File: src/rtl/bldc_pkg.sv
package bldc_pkg;
  // step 0 = no drive, 1..6 = commutation steps
  typedef logic [2:0] step_t;

  function automatic step_t code_to_step(input logic [2:0] code);
    case (code)
      3'b101:  return 3'd1;
      3'b100:  return 3'd2;
      3'b110:  return 3'd3;
      3'b010:  return 3'd4;
      3'b011:  return 3'd5;
      3'b001:  return 3'd6;
      default: return 3'd0;
    endcase
  endfunction

  function automatic logic [2:0] step_src(input step_t s);
    case (s)
      3'd1, 3'd6: return 3'b010;
      3'd2, 3'd3: return 3'b100;
      3'd4, 3'd5: return 3'b001;
      default:    return 3'b000;
    endcase
  endfunction

  function automatic logic [2:0] step_snk(input step_t s);
    case (s)
      3'd1, 3'd2: return 3'b001;
      3'd3, 3'd4: return 3'b010;
      3'd5, 3'd6: return 3'b100;
      default:    return 3'b000;
    endcase
  endfunction
endpackage

File: src/rtl/hall_step_map.sv
module hall_step_map
  import bldc_pkg::*;
(
  input  logic [2:0] hall,
  input  logic       dir_rev,
  output step_t      step
);
  logic [2:0] code;
  // reverse reuses the forward table with complemented sensor bits
  assign code = dir_rev ? ~hall : hall;
  assign step = code_to_step(code);
endmodule

File: src/rtl/step_blanker.sv
module step_blanker
  import bldc_pkg::*;
#(
  parameter int DEAD_CYC = 4
) (
  input  logic  clk,
  input  logic  rst_n,
  input  step_t want,
  output step_t act
);
  localparam int DT_W = (DEAD_CYC < 2) ? 1 : $clog2(DEAD_CYC);
  localparam logic [DT_W-1:0] DT_LOAD = DT_W'(DEAD_CYC - 1);

  step_t           act_q;
  logic [DT_W-1:0] dt_q;

  always_ff @(posedge clk) begin
    if (!rst_n) begin
      act_q <= '0;
      dt_q  <= '0;
    end else if (act_q != 3'd0 && want != act_q) begin
      act_q <= '0;
      dt_q  <= DT_LOAD;
    end else if (act_q == 3'd0) begin
      if (dt_q != '0)        dt_q  <= dt_q - 1'b1;
      else if (want != 3'd0) act_q <= want;
    end
  end

  assign act = act_q;


  property no_direct_swap;
    @(posedge clk) disable iff (!rst_n)
      (act_q != 3'd0) |=> (act_q == $past(act_q) || act_q == 3'd0);
  endproperty
  no_direct_swap_chk: assert property (no_direct_swap);


  property hold_blank;
    @(posedge clk) disable iff (!rst_n)
      (act_q == 3'd0 && dt_q != '0) |=> (act_q == 3'd0);
  endproperty
  hold_blank_chk: assert property (hold_blank);
endmodule

File: src/rtl/lock_guard.sv
module lock_guard #(
  parameter int LOCK_CYC = 1000
) (
  input  logic clk,
  input  logic rst_n,
  input  logic run,
  input  logic unlocked,
  input  logic dis,
  output logic trip
);
  localparam int LK_W = (LOCK_CYC < 2) ? 1 : $clog2(LOCK_CYC);
  localparam logic [LK_W-1:0] LK_LAST = LK_W'(LOCK_CYC - 1);

  logic [LK_W-1:0] cnt_q;
  logic            trip_q;

  always_ff @(posedge clk) begin
    if (!rst_n || !run) begin
      cnt_q  <= '0;
      trip_q <= 1'b0;
    end else if (dis || !unlocked) begin
      cnt_q <= '0;
    end else if (!trip_q) begin
      if (cnt_q == LK_LAST) begin
        trip_q <= 1'b1;
        cnt_q  <= '0;
      end else begin
        cnt_q <= cnt_q + 1'b1;
      end
    end
  end

  assign trip = trip_q;


  property trip_sticky;
    @(posedge clk) disable iff (!rst_n) (trip_q && run) |=> trip_q;
  endproperty
  trip_sticky_chk: assert property (trip_sticky);


  property cnt_in_range;
    @(posedge clk) disable iff (!rst_n) (cnt_q <= LK_LAST);
  endproperty
  cnt_in_range_chk: assert property (cnt_in_range);


  property no_trip_when_dis;
    @(posedge clk) disable iff (!rst_n) (dis && !trip_q) |=> !trip_q;
  endproperty
  no_trip_when_dis_chk: assert property (no_trip_when_dis);
endmodule

File: src/rtl/bldc_commutator.sv
module bldc_commutator
  import bldc_pkg::*;
#(
  parameter int DEAD_CYC = 4,
  parameter int LOCK_CYC = 1000,
  parameter int PHASES   = 3
) (
  input  logic              clk,
  input  logic              rst_n,
  input  logic [2:0]        hall,
  input  logic              dir_rev,
  input  logic              run,
  input  logic              pwm_on,
  input  logic              ilim,
  input  logic              thermal,
  input  logic              unlocked,
  input  logic              lock_dis,
  output logic [PHASES-1:0] hi_en,
  output logic [PHASES-1:0] lo_en
);
  step_t map_step, want_step, act_step;
  logic  trip, ilim_hold_q;
  logic  allow_hi, allow_lo;
  logic [2:0] src_vec, snk_vec;

  hall_step_map u_map (
    .hall    (hall),
    .dir_rev (dir_rev),
    .step    (map_step)
  );

  assign allow_hi  = run & ~thermal;
  assign want_step = allow_hi ? map_step : 3'd0;

  step_blanker #(.DEAD_CYC(DEAD_CYC)) u_blank (
    .clk   (clk),
    .rst_n (rst_n),
    .want  (want_step),
    .act   (act_step)
  );

  lock_guard #(.LOCK_CYC(LOCK_CYC)) u_lock (
    .clk      (clk),
    .rst_n    (rst_n),
    .run      (run),
    .unlocked (unlocked),
    .dis      (lock_dis),
    .trip     (trip)
  );

  // current-limit hold: ends the present on-time, rearmed by PWM off-phase
  always_ff @(posedge clk) begin
    if (!rst_n) ilim_hold_q <= 1'b0;
    else        ilim_hold_q <= ilim | (ilim_hold_q & pwm_on);
  end

  assign allow_lo = allow_hi & pwm_on & ~ilim & ~ilim_hold_q & ~trip;
  assign src_vec  = step_src(act_step);
  assign snk_vec  = step_snk(act_step);

  for (genvar p = 0; p < PHASES; p++) begin : g_phase
    assign hi_en[p] = allow_hi & src_vec[p];
    assign lo_en[p] = allow_lo & snk_vec[p];
  end


  property no_shoot;
    @(posedge clk) disable iff (!rst_n)
      ((hi_en & lo_en) == '0) && $onehot0(hi_en) && $onehot0(lo_en);
  endproperty
  no_shoot_chk: assert property (no_shoot);


  property bad_code_off;
    @(posedge clk) disable iff (!rst_n)
      (hall == 3'b000 || hall == 3'b111) |=> (act_step == 3'd0);
  endproperty
  bad_code_off_chk: assert property (bad_code_off);


  property pwm_low_only;
    @(posedge clk) disable iff (!rst_n) !pwm_on |-> (lo_en == '0);
  endproperty
  pwm_low_only_chk: assert property (pwm_low_only);


  property ilim_cut;
    @(posedge clk) disable iff (!rst_n)
      ilim |=> (!pwm_on || lo_en == '0);
  endproperty
  ilim_cut_chk: assert property (ilim_cut);


  property stop_or_hot_off;
    @(posedge clk) disable iff (!rst_n)
      (!run || thermal) |-> (hi_en == '0 && lo_en == '0);
  endproperty
  stop_or_hot_off_chk: assert property (stop_or_hot_off);


  property trip_low_off;
    @(posedge clk) disable iff (!rst_n) trip |-> (lo_en == '0);
  endproperty
  trip_low_off_chk: assert property (trip_low_off);
endmodule

File: config.mk
export PLATFORM = sky130hd
export DESIGN_NAME = bldc_commutator
export DESIGN_NICKNAME = d
export VERILOG_FILES = /design/src/rtl/bldc_pkg.sv /design/src/rtl/hall_step_map.sv /design/src/rtl/step_blanker.sv /design/src/rtl/lock_guard.sv /design/src/rtl/bldc_commutator.sv
export SDC_FILE = /design/constraint.sdc
export NUM_CORES = 1
export LEC_CHECK = 0
export CORE_AREA = 3 3 51 48
export DETAILED_ROUTE_END_ITERATION = 8
export DIE_AREA = 0 0 54 51
export DONT_BUFFER_PORTS = 1
export PLACE_DENSITY = 0.72
export SLEW_MARGIN = 0
export SYNTH_ARGS = -nofsm -noshare
export SYNTH_HDL_FRONTEND = slang
export SYNTH_SLANG_ARGS = --single-unit
File: constraint.sdc
create_clock -name clk -period 1.7 [get_ports clk]
set_clock_uncertainty 0.05 [all_clocks]
set_input_delay 0 -clock clk [delete_from_list [all_inputs] [get_ports clk]]
set_output_delay 0 -clock clk [all_outputs]
set_load 0.005 [all_outputs]
# Word-level counts from Yosys, hierarchy flattened
# Cells that the tools add are included.
# classes
addsub,2
n_eq_ne,14
mux,11
n_bitwise,20
reduce_logical,22
# ops
operator,count
3-bit equality test (second input constant),6
3-bit one-hot mux with 3 select lines,2
3-bit one-hot mux with 6 select lines,1
2-bit OR reduction,8
1-bit AND,12
3-bit by 2-bit equality test with 1-bit output (second input constant),4
10-bit by 1-bit adder with 10-bit output (second input constant),1
10-bit equality test (second input constant),1
10-bit two-way mux,1
3-bit by 1-bit equality test with 1-bit output (second input constant),2
2-bit two-way mux,3
3-bit two-way mux,2
1-bit NOT,6
2-bit nonzero test,3
3-bit nonzero test,2
1-bit logical NOT,3
3-bit logical NOT,1
3-bit != test,1
3-bit NOT,1
3-bit AND reduction,1
1-bit logical OR,2
1-bit two-way mux,2
2-bit AND reduction,1
2-bit by 1-bit subtractor with 2-bit output (second input constant),1
2 further kinds,2
# totals
regBits,17
in_bits,12
out_inout_bits,6
word_cells,74

# Longest topological paths before layout
# depth
ltp_word,9
depth_mapped,7
ltp_nobuf,7

# Hierarchy
# From an unflattened synthesis, not the netlist that was laid out.
# hier_totals
cells_unflattened,139
hier_area_um2,1149.9
# modules_own_cells
module,n_inst,cells_per_inst,area_per_inst_um2,seq_area_each_um2
lock_guard,1,72,581.8,220.2
step_blanker,1,34,292.8,100.1
bldc_commutator,1,20,172.7,20.0
hall_step_map,1,13,102.6,0.0

# Worst setup path after synthesis
# Ideal clock, no wire load.
# synth_path
path_kind,register to register
start,"register u_blank.act_q[1], in the netlist u_blank.act[1]"
end,"register u_blank.act_q[0], in the netlist u_blank.act[0]"
setup_time_ns,0.086
t_arrival_ns,1.465
required_time_ns,1.564
setup_slack_ns,0.098
stages_incl_launch_ff,5
path_buffers,1
synth_period_minus_slack_ns,1.602
cell_sequence,dfxtp_1 -> clkbuf_1 -> or4_1 -> o21a_1 -> a221oi_2
# synth_between
elab_chain_cells,3
word_cells_on_any_way,6
cone_classes,eq/ne: 1; reduce/logical: 5
# synth_lines
item,line,text
"start, declared",step_blanker.sv:14,step_t act_q;
"start signal, assigned",step_blanker.sv:26,else if (want != 3'd0) act_q <= want;
3-bit != test or 3-bit nonzero test (tied branches),step_blanker.sv:21,end else if (act_q != 3'd0 && want != act_q) begin
1-bit logical AND,step_blanker.sv:21,
2-bit OR reduction (no source line),n/a,
# Parallel ways exist; a longest one is shown, timed or not.
# A chain may end at the register's enable or synchronous reset.

# Worst setup path after layout
# layout_path
start,input run
end,register u_lock.cnt_q[0]
# layout_between
elab_chain_cells,3
# layout_lines
item,line,text
"start, declared",bldc_commutator.sv:12,"input logic run,"
1-bit logical NOT,lock_guard.sv:18,if (!rst_n || !run) begin
1-bit logical OR,lock_guard.sv:18,
2-bit OR reduction (no source line),n/a,
"end signal, assigned",lock_guard.sv:28,cnt_q <= cnt_q + 1'b1;
"end, declared",lock_guard.sv:14,logic [LK_W-1:0] cnt_q;
# Every way passes these cells.

==> impl_metrics.env <==
export IMPL_status="finished, final reports clean"
export IMPL_synth_top_family_by_area="simple AND/OR/NAND/NOR gates"
export IMPL_syn_num_nets=160
export IMPL_dpl_instance_area_um2=1200
export IMPL_synth_area_per_cell_um2=7.98
export IMPL_mostFrequentLayoutCells="nor2_1 (17), dfxtp_1 (16), nand2_1 (10), a21oi_1 (10), nand3_1 (7)"
export IMPL_antenna_found_initial=0
export IMPL_power_total_w=0.000959
export IMPL_post_cts_buffers=0
export IMPL_synth_top_area_share=0.292
export IMPL_postSynthCellCount=146
export IMPL_root_buffer="clkbuf_4"
export IMPL_design_area_um2=1310
export IMPL_power_density_nw_per_um2=735
export IMPL_ys_seq_area_frac=0.292
export IMPL_cts_tree="done"
export IMPL_fill_cells=166
export IMPL_ctsLongestPathBuffers=2
export IMPL_synth_area_mux_share=0.0290
export IMPL_rsz0062_at_grt="no"
export IMPL_yosys_area_share_simple=0.327
export IMPL_synth_cell_type_count=48
export IMPL_multiInputGateArea_um2=766
export IMPL_r2r_cells=5
export IMPL_max_cap_viol_count=0
export IMPL_worstPathMaxFanout=7
export IMPL_drt_first_pass_iters=4
export IMPL_yosysWarnings=0
export IMPL_yosys_area_top_type="dfxtp_1"
export IMPL_min_path_type="input pin to flop"
export IMPL_synth_area_leaders="dfxtp_1 (29%), nor2_1 (5.5%), xor2_1 (4.5%)"
export IMPL_drive_gt1_frac=0.102
export IMPL_seqCellArea_um2=342
export IMPL_grt_usage=0.215
export IMPL_max_slew_margin=0.743
export IMPL_wl_per_cell_um=15.1
export IMPL_fin_setup_tns_ns=0
export IMPL_finalSetupViolCount=0
export IMPL_endpoint="u_lock.cnt_q[0]"
export IMPL_ios=18
export IMPL_place_hpwl_um=2070
export IMPL_wl_um=2750
export IMPL_synth_area_um2=1160
export IMPL_crit_path_end_kind="flop"
export IMPL_drt_iter0_drc=35
export IMPL_drcViolationCount=0
export IMPL_synth_xor_area_share=0.0827
export IMPL_routed_via_count=1094
export IMPL_diodes=0
export IMPL_start_util=0.603
export IMPL_async_flop_share=0
export IMPL_reg2reg_to="u_lock.cnt_q[7]"
export IMPL_final_common_cell="nor2_1"
export IMPL_critPathLaunchType="input pin"
export IMPL_stdcell_count=182
export IMPL_io_buffers=0
export IMPL_synth_edf_count=0
export IMPL_dp_cells=171
export IMPL_fin_crit_ns=1.59
export IMPL_grt_pass1_vias=1021
export IMPL_clkTransAtPathRegs_ns=0.10
export IMPL_fin_nets=172
export IMPL_die_h_um=51
export IMPL_viasPerCell=6.01
export IMPL_vdd_ir_drop_worst_mv=0.626
export IMPL_cts_sinks=17
export IMPL_syn_to_final_growth_pct=12.0
export IMPL_grt_pass1_wl_um=4410
export IMPL_h_tree_depth=1
export IMPL_critPathKind="input pin to flop"
export IMPL_startpoint="run"
export IMPL_gp_congestion=0.815
export IMPL_clk_latency_ns=0.29
export IMPL_ff2ff_setup_slack_ns=0.16
export IMPL_period_share=0.934
export IMPL_leakagePower_nw=0.464
export IMPL_crit_required_ns=1.88
export IMPL_max_freq_ghz=0.630
export IMPL_rr_startpoint="u_lock.cnt_q[3]"
export IMPL_die_w_um=54
export IMPL_synth_ff_latch_count=17
export IMPL_hold_violations=0
export IMPL_slew_viol_final=0
export IMPL_rows=15
export IMPL_core_area_um2=1930
export IMPL_overflow=0
export IMPL_worstMarginPinSlew_ns=0.385
export IMPL_synth_compound_area_frac=0.198
export IMPL_synthAdderAreaFrac=0.0215
export IMPL_cts_buffers=3
export IMPL_grt_max_degree=12
export IMPL_cp_arrival_ns=1.77
export IMPL_ant_nets=0
export IMPL_dominantRegCellSynth="dfxtp_1"
export IMPL_dieArea_um2=2750
==> routing by layer <==
layer  vias up  global-route usage  share of wire
li1        550                   -              -
met1       506               0.308           0.49
met2        34               0.329           0.43
met3         4              0.0554          0.075
met4         0              0.0332         0.0069
met5         -                   0              0
==> Yosys cell counts, types with 3 or more instances <==
master / count
o21ai_1: 4
xnor2_1: 5
nand2b_1: 3
or3_1: 3
nor3_1: 4
a21oi_1: 10
inv_1: 6
a211oi_1: 3
nand4b_1: 3
dfxtp_1: 17
xor2_1: 6
nand2_1: 10
nand3_1: 7
nor3b_1: 4
nor2_1: 17
==> where the power goes <==
part	total (W)	internal [W]	switching, W
Clock	0.000219	0.0000911	0.000128
Combinational	0.000285	0.000124	0.000161
Sequential	0.000455	0.000429	0.0000261
==> what timing repair did <==
action	CTS	global route
endpoints found under the setup margin	0	6
endpoints found under the hold margin	12	0
resized for setup	0	2
hold buffers	7	0
==> logic make-up after synthesis <==
| logic type | count (synthesis) |
|---|---|
| buffers and inverters | 12 |
| AO/OA/AOI/OAI | 33 |
| flip-flops | 17 |
| multiplexers | 3 |
| AND/OR/NAND/NOR | 68 |
| adder cells (fa/ha/maj) | 2 |
| XOR/XNOR | 11 |
==> critical path, cell delays in order <==
cell and delay (ns):
dlygate4sd3_1 0.55, nand4b_1 0.10, dlygate4sd3_1 0.57, buf_4 0.16, a31o_2 0.26, nor2_1 0.12
==> metrics by stage <==
stage | setup slack, ns | utilization | hold slack [ns]
2_1_floorplan | 0.0984 | - | 0.0674
3_3_place_gp | 0.213 | 0.623 | 0.0713
3_5_place_dp | 0.158 | 0.623 | 0.0775
4_1_cts | 0.0617 | 0.673 | 0.0368
5_1_grt | 0.0328 | 0.675 | 0.0791
6_report | 0.112 | 0.675 | 0.0420
==> layout make-up <==
type / instances / area share
sequential: 17 / 0.262
inverter: 6 / 0.0173
timing repair buffer: 13 / 0.0901
tap: 25 / 0.0240
clock buffer: 4 / 0.0201
multi-input combinational: 117 / 0.587
==> how the worst min path moves through the flow <==
stage | cells after the start | start | slack, ns | to
2_1_floorplan | 2 | ilim | 0.07 | ilim_hold_q
3_3_place_gp | 2 | ilim | 0.07 | ilim_hold_q
3_5_place_dp | 2 | ilim | 0.08 | ilim_hold_q
4_1_cts | 5 | thermal | 0.04 | u_blank.act[2]
5_1_grt | 4 | thermal | 0.08 | u_blank.dt_q[1]
6_report | 5 | thermal | 0.04 | u_blank.act[2]
==> registers in the layout, indices dropped and copies added, names as in the netlist <==
register / cells
u_blank.dt_q: 2
u_lock.trip: 1
ilim_hold_q: 1
u_blank.act: 3
u_lock.cnt_q: 10
No activity file was read; power rests on OpenSTA's default activity.
